[src/rtl/gpio_ioc_pkg.sv]
package gpio_ioc_pkg;
    localparam int PORT_W = 8;
    localparam int OFF_W  = 3;

    typedef enum logic [OFF_W-1:0] {
        OFF_DIR   = 3'd0,
        OFF_POL   = 3'd1,
        OFF_IEN   = 3'd2,
        OFF_REF   = 3'd3,
        OFF_MODE  = 3'd4,
        OFF_PINS  = 3'd5,
        OFF_LATCH = 3'd6,
        OFF_CAP   = 3'd7
    } reg_off_e;

    typedef enum logic {
        IRQ_IDLE    = 1'b0,
        IRQ_PENDING = 1'b1
    } irq_state_e;
endpackage

[src/rtl/gpio_ioc_sync.sv]
module gpio_ioc_sync #(
    parameter int W = 8
) (
    input  logic         clk,
    input  logic         rst_n,
    input  logic [W-1:0] d_in,
    output logic [W-1:0] d_sync
);
    logic [W-1:0] meta_q;
    logic [W-1:0] sync_q;

    always_ff @(posedge clk or negedge rst_n) begin
        if (!rst_n) begin
            meta_q <= '0;
            sync_q <= '0;
        end else begin
            meta_q <= d_in;
            sync_q <= meta_q;
        end
    end

    assign d_sync = sync_q;
endmodule

[src/rtl/gpio_ioc_port.sv]
module gpio_ioc_port
    import gpio_ioc_pkg::*;
#(
    parameter int W = PORT_W
) (
    input  logic         clk,
    input  logic         rst_n,
    input  logic [W-1:0] pins,
    input  logic         wr_en,
    input  logic [OFF_W-1:0] off,
    input  logic [W-1:0] wdata,
    input  logic         rd_clr,
    output logic [W-1:0] rd_data,
    output logic [W-1:0] pin_out,
    output logic [W-1:0] pin_oe,
    output logic         pend
);
    logic [W-1:0] sin;
    logic [W-1:0] dir_q, pol_q, ien_q, ref_q, mode_q, latch_q, prev_q, cap_q;
    logic [W-1:0] hit_vec;
    logic         cap_load;
    irq_state_e   state_q, state_d;

    gpio_ioc_sync #(.W(W)) sync_i (
        .clk    (clk),
        .rst_n  (rst_n),
        .d_in   (pins),
        .d_sync (sin)
    );

    // configuration registers
    always_ff @(posedge clk or negedge rst_n) begin
        if (!rst_n) begin
            dir_q   <= '1;
            pol_q   <= '0;
            ien_q   <= '0;
            ref_q   <= '0;
            mode_q  <= '0;
            latch_q <= '0;
        end else if (wr_en) begin
            unique case (reg_off_e'(off))
                OFF_DIR:   dir_q   <= wdata;
                OFF_POL:   pol_q   <= wdata;
                OFF_IEN:   ien_q   <= wdata;
                OFF_REF:   ref_q   <= wdata;
                OFF_MODE:  mode_q  <= wdata;
                OFF_LATCH: latch_q <= wdata;
                OFF_PINS, OFF_CAP: ;
            endcase
        end
    end

    // change detection and transitions
    always_comb begin
        hit_vec  = ien_q & dir_q &
                   ((mode_q & (sin ^ ref_q)) | (~mode_q & (sin ^ prev_q)));
        state_d  = state_q;
        cap_load = 1'b0;
        unique case (state_q)
            IRQ_IDLE: begin
                if (|hit_vec) begin
                    state_d  = IRQ_PENDING;
                    cap_load = 1'b1;
                end
            end
            IRQ_PENDING: begin
                if (rd_clr) state_d = IRQ_IDLE;
            end
        endcase
    end

    // state register
    always_ff @(posedge clk or negedge rst_n) begin
        if (!rst_n) state_q <= IRQ_IDLE;
        else        state_q <= state_d;
    end

    // reference and capture registers
    always_ff @(posedge clk or negedge rst_n) begin
        if (!rst_n) begin
            prev_q <= '0;
            cap_q  <= '0;
        end else begin
            if (state_q == IRQ_IDLE) prev_q <= sin;
            if (cap_load)            cap_q  <= sin;
        end
    end

    // outputs
    always_comb begin
        pend    = (state_q == IRQ_PENDING);
        pin_out = latch_q;
        pin_oe  = ~dir_q;
        unique case (reg_off_e'(off))
            OFF_DIR:   rd_data = dir_q;
            OFF_POL:   rd_data = pol_q;
            OFF_IEN:   rd_data = ien_q;
            OFF_REF:   rd_data = ref_q;
            OFF_MODE:  rd_data = mode_q;
            OFF_PINS:  rd_data = (dir_q & (sin ^ pol_q)) | (~dir_q & latch_q);
            OFF_LATCH: rd_data = latch_q;
            OFF_CAP:   rd_data = cap_q;
        endcase
    end


    cap_frozen_chk: assert property (@(posedge clk) disable iff (!rst_n)
        (state_q == IRQ_PENDING) |=> $stable(cap_q));


    irq_src_chk: assert property (@(posedge clk) disable iff (!rst_n)
        $rose(pend) |-> $past(|(ien_q & dir_q)));


    clr_chk: assert property (@(posedge clk) disable iff (!rst_n)
        (state_q == IRQ_PENDING && rd_clr) |=> (state_q == IRQ_IDLE));


    prev_track_chk: assert property (@(posedge clk) disable iff (!rst_n)
        (state_q == IRQ_IDLE) |=> (prev_q == $past(sin)));
endmodule

[src/rtl/gpio_ioc_ctrl.sv]
module gpio_ioc_ctrl
    import gpio_ioc_pkg::*;
#(
    parameter int PW     = PORT_W,
    parameter int ADDR_W = OFF_W + 2
) (
    input  logic              clk,
    input  logic              rst_n,
    input  logic [ADDR_W-1:0] bus_addr,
    input  logic              bus_we,
    input  logic              bus_re,
    input  logic [PW-1:0]     bus_wdata,
    output logic [PW-1:0]     bus_rdata,
    input  logic [2*PW-1:0]   pin_in,
    output logic [2*PW-1:0]   pin_out,
    output logic [2*PW-1:0]   pin_oe,
    output logic              irq_a,
    output logic              irq_b
);
    localparam int NPORT = 2;
    localparam logic [ADDR_W-1:0] CTRL_ADDR = ADDR_W'(NPORT << OFF_W);

    logic [1:0]          ctrl_q;
    logic [NPORT-1:0]    sel;
    logic [NPORT-1:0]    pend;
    logic [PW-1:0]       prd [NPORT];
    logic [OFF_W-1:0]    off;
    logic                clr_off;
    logic                ctrl_sel;
    logic                raw_a, raw_b;
    logic [PW-1:0]       rd_mux;

    assign off      = bus_addr[OFF_W-1:0];
    assign clr_off  = (off == OFF_PINS) || (off == OFF_CAP);
    assign ctrl_sel = (bus_addr == CTRL_ADDR);

    for (genvar p = 0; p < NPORT; p++) begin : g_port
        assign sel[p] = (bus_addr[ADDR_W-1:OFF_W] == (ADDR_W-OFF_W)'(p));
        gpio_ioc_port #(.W(PW)) port_i (
            .clk     (clk),
            .rst_n   (rst_n),
            .pins    (pin_in[p*PW +: PW]),
            .wr_en   (bus_we & sel[p]),
            .off     (off),
            .wdata   (bus_wdata),
            .rd_clr  (bus_re & sel[p] & clr_off),
            .rd_data (prd[p]),
            .pin_out (pin_out[p*PW +: PW]),
            .pin_oe  (pin_oe[p*PW +: PW]),
            .pend    (pend[p])
        );
    end

    always_ff @(posedge clk or negedge rst_n) begin
        if (!rst_n)                  ctrl_q <= '0;
        else if (bus_we && ctrl_sel) ctrl_q <= bus_wdata[1:0];
    end

    always_comb begin
        if (ctrl_sel)    rd_mux = PW'(ctrl_q);
        else if (sel[0]) rd_mux = prd[0];
        else if (sel[1]) rd_mux = prd[1];
        else             rd_mux = '0;
    end

    always_ff @(posedge clk or negedge rst_n) begin
        if (!rst_n)      bus_rdata <= '0;
        else if (bus_re) bus_rdata <= rd_mux;
    end

    always_comb begin
        raw_a = ctrl_q[0] ? (pend[0] | pend[1]) : pend[0];
        raw_b = ctrl_q[0] ? (pend[0] | pend[1]) : pend[1];
        irq_a = raw_a ^ ctrl_q[1];
        irq_b = raw_b ^ ctrl_q[1];
    end


    mirror_eq_chk: assert property (@(posedge clk) disable iff (!rst_n)
        ctrl_q[0] |-> (irq_a == irq_b));


    idle_level_chk: assert property (@(posedge clk) disable iff (!rst_n)
        (pend == '0) |-> (irq_a == ctrl_q[1] && irq_b == ctrl_q[1]));
endmodule

[config.mk]
export PLATFORM = sky130hd
export DESIGN_NAME = gpio_ioc_ctrl
export DESIGN_NICKNAME = d
export VERILOG_FILES = /design/src/rtl/gpio_ioc_pkg.sv /design/src/rtl/gpio_ioc_sync.sv /design/src/rtl/gpio_ioc_port.sv /design/src/rtl/gpio_ioc_ctrl.sv
export SDC_FILE = /design/constraint.sdc
export NUM_CORES = 1
export LEC_CHECK = 0
export ABC_CLOCK_PERIOD_IN_PS = 1600
export BUFFER_PORTS_ARGS = -buffer_cell sky130_fd_sc_hd__buf_2
export CAP_MARGIN = 10
export CORE_AREA = 4 4 128 130
export CTS_CLUSTER_SIZE = 10
export DETAILED_ROUTE_END_ITERATION = 10
export DIE_AREA = 0 0 132 134
export GPL_ROUTABILITY_DRIVEN = 0
export GPL_TIMING_DRIVEN = 0
export MAX_ROUTING_LAYER = met4
export PLACE_DENSITY_LB_ADDON = 0.08
export SETUP_SLACK_MARGIN = 0.4
export SYNTH_ARGS = -nofsm -noshare
export SYNTH_HDL_FRONTEND = slang
export SYNTH_SLANG_ARGS = --single-unit
[constraint.sdc]
create_clock -name clk -period 1.6 [get_ports clk]
set_input_delay 0.24 -clock clk [delete_from_list [all_inputs] [get_ports clk]]
set_output_delay 0.24 -clock clk [all_outputs]
set_load 0.03 [all_outputs]
==> run metrics <==
die area=0.01769 mm2; final core occ=73.33%; global-route wire length before repair=38080 um; Core Box Area=0.01515 mm2; area of the multi-input gates=0.004061 mm2; yosys warns=0; initial core utilization=53.83%; final setup fails=26; Async SR Flop Fraction=100.0%; cell count after synthesis=643; routed vias/inst=6.183; DR WL/cell=24.29 um; I/O pin cnt=75; Setup Skew=0.01250 ns; clock latency on the worst-skew pair=0.44 ns; outcome=complete, but fails checks; DP HPWL=15800 um; max-slew violations=0; layout cells sized above 1=51.14%; CP required=1.91 ns; Crit Path Category=reg2reg; CP arrival=2.34 ns; number of H-tree levels=4; cell area after synthesis=0.008153 mm2; met3 routed WL=1995 um; IO buf count=71; DR iter-0 viols=534; Clock Tree Buf Depth=2; Critical Path Start Type=register; pwr dens=1345 mW/mm2; top-area cell type share of the netlist area=47.88%; cell taking the most area after synthesis=dfrtp_1; Synth-to-Final Area Change=36.22%; Synth Register Bits=172; vias in the first global route=6594; failing checks=hold timing, setup timing; post-layout minimum cycle time=2.032 ns; Clock Sinks=172; root buf cell=clkbuf_16; diode count=0; R2R Path End=g_port[1].port_i.cap_q[3]$_DFFE_PN0P_; Die Y=134 um; Final period util=127.0%; Hold-fix buffers, CTS=16; drt total wl=24800 um; Post-synth EDFFs=0; Max Used Layer=met4; crit path capture type=register; global route overflow=0; Max Fclk=492.1 MHz; DR WL met2=11510 um; CTS buffer count=17; slew at the pin closest to its max-slew limit=0.8271 ns; total power=14940 uW; max-cap viol count=0; Nets=853; worst reg2reg setup slack=-0.43 ns; Reg area=0.004335 mm2; Post-Place Cells=903; Hold WC Path Type=in2async; CTS tree=yes; RR Startpoint=g_port[1].port_i.mode_q[2]$_DFFE_PN0P_; overall routing resource usage=29.46%; largest net degree at the start of global routing=106; worst r2r path cells=6; # DRC=0; Vias=6313; final instance count without filler cells=1021; post-synthesis sequential area ratio=53.04%; Final WS setup=-0.4320 ns; Synth Flop Type=dfrtp_1; WL met1=10490 um; Post-DRT Antenna Nets=0; count of cell types in the netlist=57; Rel. slew slack=44.86%; Lkg Pwr=0.004814 uW; drt first pass iters=5; Area contributors post-synth=dfrtp_1, mux2_2, dfstp_2; Clock transition at path regs=0.07 ns; hold slack=-0.2636 ns; CP max FO=6; initial antenna violation count=0; peak supply drop=1273 uV; Die W=132 um; syn_area_per_cell=12.68 um2; RSZ-0062 raised after global routing=true; syn_nets=676; Hold Fails Final Rpt=61; FP Rows=45; Filler Cell Count=1005
worst max-delay path: stages, from the launching register on:
cell and delay (ns):
dfrtp_1 0.41, mux2i_1 0.23, mux2i_1 0.15, a2111oi_4 0.45, a41oi_4 0.21, buf_12 0.19
mux2_2 0.28
placed cells by master (no fill, tap or decap), types with 23 or more instances in the layout:
cell type,instances
xnor2_1,23
dfrtp_1,147
buf_6,64
mux2_4,40
buf_4,49
mux2_2,95
o21ai_0,24
mux2i_1,25
buf_2,29
nand3_1,23
layout make-up:
class	instances	area share, %
clock inverters	9	0.8112
multi-input cells	413	36.57
well taps	188	2.118
flip-flops and latches	172	39.04
repair buffers	158	13.33
inverters	24	0.8788
clock buffers	23	4.304
plain buffers	34	2.952
state kept, by name, indices dropped and copies added (netlist names):
signal	cells
g_port.port_i.sync_i.d_sync	16
g_port.port_i.dir_q	16
bus_rdata	8
g_port.port_i.ien_q	16
g_port.port_i.pend	2
g_port.port_i.pol_q	16
g_port.port_i.ref_q	16
g_port.port_i.mode_q	16
g_port.port_i.sync_i.meta_q	16
g_port.port_i.cap_q	16
ctrl_q	2
g_port.port_i.pin_out	16
g_port.port_i.prev_q	16
metrics by stage:
stage | setup WS [ns] | instance area, um2 | setup TNS (ns)
3_3_place_gp | -2.632 | 9233 | -415.73
4_1_cts | -0.3941 | 10830 | -6.697
2_1_floorplan | -0.1310 | 8642 | -2.089
6_report | -0.4320 | 11110 | -7.412
5_1_grt | -0.5078 | 11110 | -9.270
3_5_place_dp | -0.5921 | 9270 | -34.92
Yosys cell counts (6+ instances only):
cell type and n:
mux2_2 135, a22oi_1 6, nand2_1 15, xnor2_1 27
nor2b_1 14, inv_1 23, dfstp_2 16, o21ai_0 32
nand4_1 6, nand3b_1 7, buf_2 10, nand3_1 29
mux2i_1 29, a32o_1 6, clkbuf_1 22, a31oi_1 7
a21oi_1 14, nor2_1 10, dfrtp_1 156, a221oi_1 8
metal layers:
metal / vias up / track usage, %
met5: - / -
met1: 3202 / 38.60
met4: 0 / 11.32
li1: 2728 / -
met3: 63 / 7.914
met2: 320 / 44.21
power by group:
part / leakage [uW] / switching (uW) / internal (uW)
Clock: 0.000262 / 1720 / 2270
Sequential: 0.00208 / 851 / 5410
Combinational: 0.00247 / 2060 / 2640
worst max-delay path by stage:
stage	from	cells past startpoint	endpoint	slack [ns]
after floorplan	g_port[1].port_i.mode_q[6]$_DFFE_PN0P_	5	g_port[1].port_i.cap_q[0]$_DFFE_PN0P_	-0.13
after CTS	g_port[0].port_i.mode_q[0]$_DFFE_PN0P_	6	g_port[0].port_i.cap_q[0]$_DFFE_PN0P_	-0.39
after detailed placement	bus_addr[1]	5	g_port[0].port_i.pol_q[0]$_DFFE_PN0P_	-0.59
after global routing	g_port[0].port_i.mode_q[6]$_DFFE_PN0P_	6	g_port[0].port_i.cap_q[5]$_DFFE_PN0P_	-0.51
final	g_port[1].port_i.mode_q[2]$_DFFE_PN0P_	6	g_port[1].port_i.cap_q[3]$_DFFE_PN0P_	-0.43
after global placement	rst_n	1	g_port[0].port_i.pin_out[1]$_DFFE_PN0P_	-2.63
timing repair:
item	in CTS	in global routing
resized for setup	136	35
buffers inserted	48	22
setup endpoints to repair	152	147
hold endpoints to repair	77	61
pin swaps	26	13
logic make-up after synthesis:
family                 after synthesis  synth area share (%)
AO/OA/AOI/OAI                      110                 10.33
XOR/XNOR                            28                 3.008
buffers and inverters               58                 2.824
flip-flops                         172                 53.04
multiplexers                       169                 23.59
AND/OR/NAND/NOR                    106                 7.213
(Power assumes the default switching activity.)
